<file path="config.mk">
export PLATFORM = sky130hd
export DESIGN_NAME = snoop_dram_launcher
export DESIGN_NICKNAME = d
export VERILOG_FILES = /design/src/rtl/sgl_pkg.sv /design/src/rtl/sgl_ctrl_reg.sv /design/src/rtl/sgl_gate.sv /design/src/rtl/sgl_cycle_fsm.sv /design/src/rtl/snoop_dram_launcher.sv
export SDC_FILE = /design/constraint.sdc
export NUM_CORES = 1
export LEC_CHECK = 0
export BUFFER_PORTS_ARGS = -buffer_cell sky130_fd_sc_hd__buf_2
export CAP_MARGIN = 20
export CORE_MARGIN = 2
export CORE_UTILIZATION = 35
export CTS_BUF_LIST = sky130_fd_sc_hd__clkbuf_8
export DETAILED_ROUTE_END_ITERATION = 7
export MAX_ROUTING_LAYER = met4
export PLACE_DENSITY = 0.64
export RECOVER_POWER = 25
export SLEW_MARGIN = 20
export SYNTH_ARGS = -nofsm -noshare
export SYNTH_HDL_FRONTEND = slang
export SYNTH_SLANG_ARGS = --single-unit
</file>
<file path="constraint.sdc">
create_clock -name clk -period 1.6 [get_ports clk]
set_clock_uncertainty 0.15 [all_clocks]
set_input_delay 0.24 -clock clk [delete_from_list [all_inputs] [get_ports clk]]
set_output_delay 0.24 -clock clk [all_outputs]
set_load 0.05 [all_outputs]
</file>
<file path="src/rtl/sgl_pkg.sv">
package sgl_pkg;

  typedef enum logic [1:0] {
    ST_IDLE = 2'd0,
    ST_ARM  = 2'd1,
    ST_BUSY = 2'd2
  } lch_state_e;

  typedef struct packed {
    logic rd;
    logic snooped;
    logic locked;
  } req_attr_t;

endpackage

</file>
<file path="src/rtl/sgl_ctrl_reg.sv">
module sgl_ctrl_reg #(
  parameter int              AW   = 8,
  parameter logic [AW-1:0]   ADDR = 8'h2C,
  parameter int              DW   = 2
) (
  input  logic          clk,
  input  logic          rst_n,
  input  logic          we,
  input  logic          re,
  input  logic [AW-1:0] addr,
  input  logic [DW-1:0] wdata,
  output logic [DW-1:0] rdata,
  output logic          wait_bit
);

  localparam int WAIT_IDX = 0;

  logic          hit;
  logic          reg_en;
  logic          rd_en;
  logic [DW-1:0] reg_q, reg_d;
  logic [DW-1:0] rdata_q, rdata_d;

  assign hit    = (addr == ADDR);
  assign reg_en = we && hit;
  assign rd_en  = re;

  always_comb begin
    reg_d   = wdata;
    rdata_d = hit ? reg_q : '0;
  end

  always_ff @(posedge clk or negedge rst_n) begin
    if (!rst_n) begin
      reg_q <= '0;
    end else if (reg_en) begin
      reg_q <= reg_d;
    end
  end

  always_ff @(posedge clk or negedge rst_n) begin
    if (!rst_n) begin
      rdata_q <= '0;
    end else if (rd_en) begin
      rdata_q <= rdata_d;
    end
  end

  assign rdata    = rdata_q;
  assign wait_bit = reg_q[WAIT_IDX];

endmodule

</file>
<file path="src/rtl/sgl_gate.sv">
module sgl_gate
  import sgl_pkg::*;
#(
  parameter bit EARLY_EN = 1'b1
) (
  input  req_attr_t attr,
  input  logic      mi_n,
  input  logic      lock_ok,
  input  logic      wait_bit,
  output logic      start_ok,
  output logic      term_ok
);

  logic snoop_clear;
  logic lock_clear;
  logic all_clear;

  always_comb begin
    snoop_clear = !attr.snooped || mi_n;
    lock_clear  = !attr.locked  || lock_ok;
    all_clear   = snoop_clear && lock_clear;
  end

  assign term_ok = all_clear;

  generate
    if (EARLY_EN) begin : g_early
      // speculative launch only for reads under the relaxed policy
      assign start_ok = all_clear || (attr.rd && !wait_bit);
    end else begin : g_strict
      logic unused_wait;
      assign unused_wait = wait_bit;
      assign start_ok    = all_clear;
    end
  endgenerate

endmodule

</file>
<file path="src/rtl/sgl_cycle_fsm.sv">
module sgl_cycle_fsm
  import sgl_pkg::*;
(
  input  logic      clk,
  input  logic      rst_n,
  input  logic      req,
  input  req_attr_t attr_in,
  input  logic      start_ok,
  input  logic      term_ok,
  input  logic      dram_done,
  input  logic      dram_err,
  output req_attr_t cur_attr,
  output logic      dram_start,
  output logic      data_oe,
  output logic      ta_n,
  output logic      tea_n
);

  lch_state_e state_q, state_d;
  req_attr_t  attr_q, attr_d;
  logic       attr_en;
  logic       done_q, done_d;
  logic       err_q, err_d;
  logic       done_any, err_any;
  logic       start_q, start_d;
  logic       oe_q, oe_d;
  logic       ta_q, ta_d;
  logic       tea_q, tea_d;

  assign cur_attr = (state_q == ST_IDLE) ? attr_in : attr_q;
  assign attr_en  = (state_q == ST_IDLE) && req;
  assign done_any = done_q || dram_done;
  assign err_any  = err_q  || (dram_done && dram_err);

  always_comb begin
    state_d = state_q;
    attr_d  = attr_in;
    done_d  = done_q;
    err_d   = err_q;
    start_d = 1'b0;
    oe_d    = 1'b0;
    ta_d    = 1'b1;
    tea_d   = 1'b1;
    unique case (state_q)
      ST_IDLE: begin
        done_d = 1'b0;
        err_d  = 1'b0;
        if (req) begin
          if (start_ok) begin
            state_d = ST_BUSY;
            start_d = 1'b1;
          end else begin
            state_d = ST_ARM;
          end
        end
      end
      ST_ARM: begin
        if (start_ok) begin
          state_d = ST_BUSY;
          start_d = 1'b1;
        end
      end
      ST_BUSY: begin
        if (done_any && term_ok) begin
          state_d = ST_IDLE;
          oe_d    = attr_q.rd;
          done_d  = 1'b0;
          err_d   = 1'b0;
          if (err_any) tea_d = 1'b0;
          else         ta_d  = 1'b0;
        end else begin
          done_d = done_any;
          err_d  = err_any;
        end
      end
      default: state_d = ST_IDLE;
    endcase
  end

  always_ff @(posedge clk or negedge rst_n) begin
    if (!rst_n) begin
      state_q <= ST_IDLE;
      done_q  <= 1'b0;
      err_q   <= 1'b0;
      start_q <= 1'b0;
      oe_q    <= 1'b0;
      ta_q    <= 1'b1;
      tea_q   <= 1'b1;
    end else begin
      state_q <= state_d;
      done_q  <= done_d;
      err_q   <= err_d;
      start_q <= start_d;
      oe_q    <= oe_d;
      ta_q    <= ta_d;
      tea_q   <= tea_d;
    end
  end

  always_ff @(posedge clk or negedge rst_n) begin
    if (!rst_n) begin
      attr_q <= '0;
    end else if (attr_en) begin
      attr_q <= attr_d;
    end
  end

  assign dram_start = start_q;
  assign data_oe    = oe_q;
  assign ta_n       = ta_q;
  assign tea_n      = tea_q;

endmodule

</file>
<file path="src/rtl/snoop_dram_launcher.sv">
module snoop_dram_launcher
  import sgl_pkg::*;
#(
  parameter int                CFG_AW   = 8,
  parameter logic [CFG_AW-1:0] CFG_ADDR = 8'h2C,
  parameter int                CFG_DW   = 2,
  parameter bit                EARLY_EN = 1'b1
) (
  input  logic              clk,
  input  logic              rst_n,
  input  logic              req,
  input  logic              rd_wr,
  input  logic              snp_inh,
  input  logic              mi_n,
  input  logic              lock_req,
  input  logic              lock_ok,
  input  logic              dram_done,
  input  logic              dram_err,
  input  logic              cfg_we,
  input  logic              cfg_re,
  input  logic [CFG_AW-1:0] cfg_addr,
  input  logic [CFG_DW-1:0] cfg_wdata,
  output logic [CFG_DW-1:0] cfg_rdata,
  output logic              dram_start,
  output logic              data_oe,
  output logic              ta_n,
  output logic              tea_n
);

  localparam int RST_STAGES = 2;

  logic [RST_STAGES-1:0] rst_pipe;
  logic                  rst_sync;
  logic                  wait_bit;
  req_attr_t             attr_in;
  req_attr_t             cur_attr;
  logic                  start_ok;
  logic                  term_ok;

  always_ff @(posedge clk or negedge rst_n) begin
    if (!rst_n) rst_pipe <= '0;
    else        rst_pipe <= {rst_pipe[RST_STAGES-2:0], 1'b1};
  end
  assign rst_sync = rst_pipe[RST_STAGES-1];

  always_comb begin
    attr_in.rd      = rd_wr;
    attr_in.snooped = !snp_inh;
    attr_in.locked  = lock_req;
  end

  sgl_ctrl_reg #(
    .AW   (CFG_AW),
    .ADDR (CFG_ADDR),
    .DW   (CFG_DW)
  ) u_ctrl (
    .clk      (clk),
    .rst_n    (rst_sync),
    .we       (cfg_we),
    .re       (cfg_re),
    .addr     (cfg_addr),
    .wdata    (cfg_wdata),
    .rdata    (cfg_rdata),
    .wait_bit (wait_bit)
  );

  sgl_gate #(
    .EARLY_EN (EARLY_EN)
  ) u_gate (
    .attr     (cur_attr),
    .mi_n     (mi_n),
    .lock_ok  (lock_ok),
    .wait_bit (wait_bit),
    .start_ok (start_ok),
    .term_ok  (term_ok)
  );

  sgl_cycle_fsm u_fsm (
    .clk        (clk),
    .rst_n      (rst_sync),
    .req        (req),
    .attr_in    (attr_in),
    .start_ok   (start_ok),
    .term_ok    (term_ok),
    .dram_done  (dram_done),
    .dram_err   (dram_err),
    .cur_attr   (cur_attr),
    .dram_start (dram_start),
    .data_oe    (data_oe),
    .ta_n       (ta_n),
    .tea_n      (tea_n)
  );

endmodule

</file>
==> out/metrics.cfg <==
[outcome]
status = finished, violations left
violations = negative setup slack

[synthesis]
synth_edf_count = 0
async_flop_share = 1.00
yosysWarningCount = 0
synthDistinctLibCells = 32
synth_nets = 86
avgSynthCellArea_sq_um = 11.8
yosys_register_bits = 17
yosysSeqAreaShare = 0.568
synth_cells = 64
synth-main-ff-cell = dfrtp_1
synth_area_sq_um = 753

[sta]
setup_viol = 2
max_freq_ghz = 0.613
fin_ws_ps = -30.8
hold_viol_final = 0
maxSlewHeadroom = 0.614
rsz0062_at_grt = yes
whs_ps = 57.4
period_minus_slack_ps = 1630
finalCritPeriodShare = 1.02
worstMarginPinSlew_ps = 579
slew_violations = 0

[route]
drt-met1-wl_microns = 633
num_vias = 635
wl_microns = 1480
drc = 0
vias_per_cell = 4.81
antenna_left = 0
dr.pass1.iters = 2
top_layer_used = met4
drt_iter0_drc = 7
wl_per_cell_microns = 11.2
dr_wl_met3_microns = 100
met2WireLength_microns = 726

[place]
dp.cells = 127
place_congestion = 0.771
io_buffers = 27
dp_hpwl_microns = 1240

[finish]
final_layout_size_suffix_gt1_frac = 0.524
n_antenna_cell = 0
finalNetCount = 128
stdcell_count = 132
syn_to_final_growth_pct = 41.9

[power_and_ir_drop]
power.density_nw_per_um2 = 1500
ir_drop_uv = 929
leakage_nw = 0.515
power_mw = 1.60

[clock_tree]
clock-sinks = 17
cts_tree = done
h-tree-depth = 1
clock_path_buffers = 2
cts_buffers = 3
clk_latency_ps = 250
cts_root_buf = clkbuf_8
clk_pin_slew_ps = 60

[critical_path]
reg2reg_from = u_fsm.state_q[0]
path_max_fanout = 6
r2r_end = u_fsm.state_q[1]
cp-end-kind = flop
arrival_ps = 1610
critPathKind = reg -> reg
cp-start-kind = flop
r2r_cells = 4
worstPathRequired_ps = 1580
r2r_slack_ps = -30

[run]
drv_cap = 0

[die]
die_w_microns = 50.4
fp.dieArea_sq_um = 2540
core.rowCount = 16
die_h_microns = 50.4
ioPinCount = 28
core_sq_um = 2000
start_util = 0.376

[global_routing]
grt-ovfl-total = 0
grt_max_degree = 16
grt_use_total = 0.137
grt_pass1_wl_microns = 2530
antenna_found_initial = 0
grt_pass1_vias = 627

[min_path]
min-delay-start = cfg_wdata[0]
holdPathEnd = u_ctrl.reg_q[0]
min_path_type = in -> reg
min_path_cells = 2

layout by cell type, fill, tap and decap left out, drive strengths merged, types with 2 or more instances in the layout:
cell type	instances
buf	35
nand2	6
nor2	5
o21ai	3
dfrtp	15
dfstp	2
clkbuf	4
a21oi	4
nor4b	2
inv	3
o22ai	2
mux2	4
worst max-delay path, cell delays in order (launching register included):
cell,delay [ps]
dfrtp_2,450
or3_4,390
a21oi_4,180
nor3_4,60
o32a_1,280
cells by family after synthesis:
logic type             count (synthesis)  synth area share
AOI/OAI and AO/OA                     14             0.140
buffers and inverters                  3            0.0149
DFF                                   17             0.568
muxes                                  4            0.0598
other                                  1           0.00498
and+or+nand+nor                       25             0.213
per-layer routing:
layer,GRT usage,up-vias
met5,-,-
met4,0.0541,0
met3,0.0476,2
met2,0.230,25
met1,0.149,295
li1,-,313
metrics by stage:
step | setup TNS [ps] | instance area, sq um | setup WS (ps) | util
floorplan | -40.5 | 761 | -40.5 | -
global placement | -86.5 | 997 | -25.4 | 0.498
detailed placement | -184 | 997 | -66.5 | 0.498
CTS | -41.2 | 1060 | -41.2 | 0.529
global route | -217 | 1070 | -80.7 | 0.534
finish | -45.1 | 1070 | -30.8 | 0.534
synthesized netlist by cell type (2+ instances only):
cell type,count,area [sq um]
dfrtp_1,15,375
nand2_1,6,22.5
nor2_1,5,18.8
a21oi_1,3,15.0
inv_1,3,11.3
dfstp_2,2,52.6
mux2_1,2,22.5
mux2_2,2,22.5
o21ai_0,2,10.0
o22ai_1,2,12.5
registers in the layout (all words and copies together), names as in the netlist:
signal            flops
u_fsm.attr_q          3
rst_pipe              2
u_ctrl.rdata          2
u_ctrl.reg_q          2
u_fsm.state_q         2
u_fsm.data_oe         1
u_fsm.done_q          1
u_fsm.dram_start      1
u_fsm.err_q           1
u_fsm.ta_n            1
u_fsm.tea_n           1
timing repair:
item,4_1_cts,5_1_grt
gates cloned,0,0
hold buffers,1,0
resized for setup,2,2
setup buffers,0,0
endpoints found under the setup margin,3,6
pin swaps,3,1
endpoints found under the hold margin,2,0
power by group:
part / total (mW) / switching [mW] / internal, mW
Sequential: 0.638 / 0.0944 / 0.544
Clock: 0.307 / 0.135 / 0.172
Combinational: 0.655 / 0.341 / 0.314
Total: 1.60 / 0.570 / 1.03
cell type report:
| cell class | count | area [sq um] |
|---|---|---|
| Fill cell | 189 | 933 |
| Clock inverter | 1 | 5.00 |
| Timing Repair Buffer | 37 | 211 |
| Multi-Input combinational cell | 44 | 335 |
| Sequential cell | 17 | 430 |
| Inverter | 3 | 11.3 |
| Clock buffer | 3 | 41.3 |
| Tap cell | 27 | 33.8 |
worst max path at each step:
stage                           from               end  slack [ps]  cells past startpoint
floorplan           u_fsm.state_q[0]  u_fsm.state_q[1]         -40                      4
global placement         cfg_addr[4]   u_ctrl.reg_q[0]         -30                      5
detailed placement  u_fsm.state_q[0]  u_fsm.state_q[1]         -70                      4
CTS                 u_fsm.state_q[0]  u_fsm.state_q[1]         -40                      4
global route        u_fsm.state_q[0]  u_fsm.state_q[1]         -80                      4
finish              u_fsm.state_q[0]  u_fsm.state_q[1]         -30                      4
(Power assumes the default switching activity.)
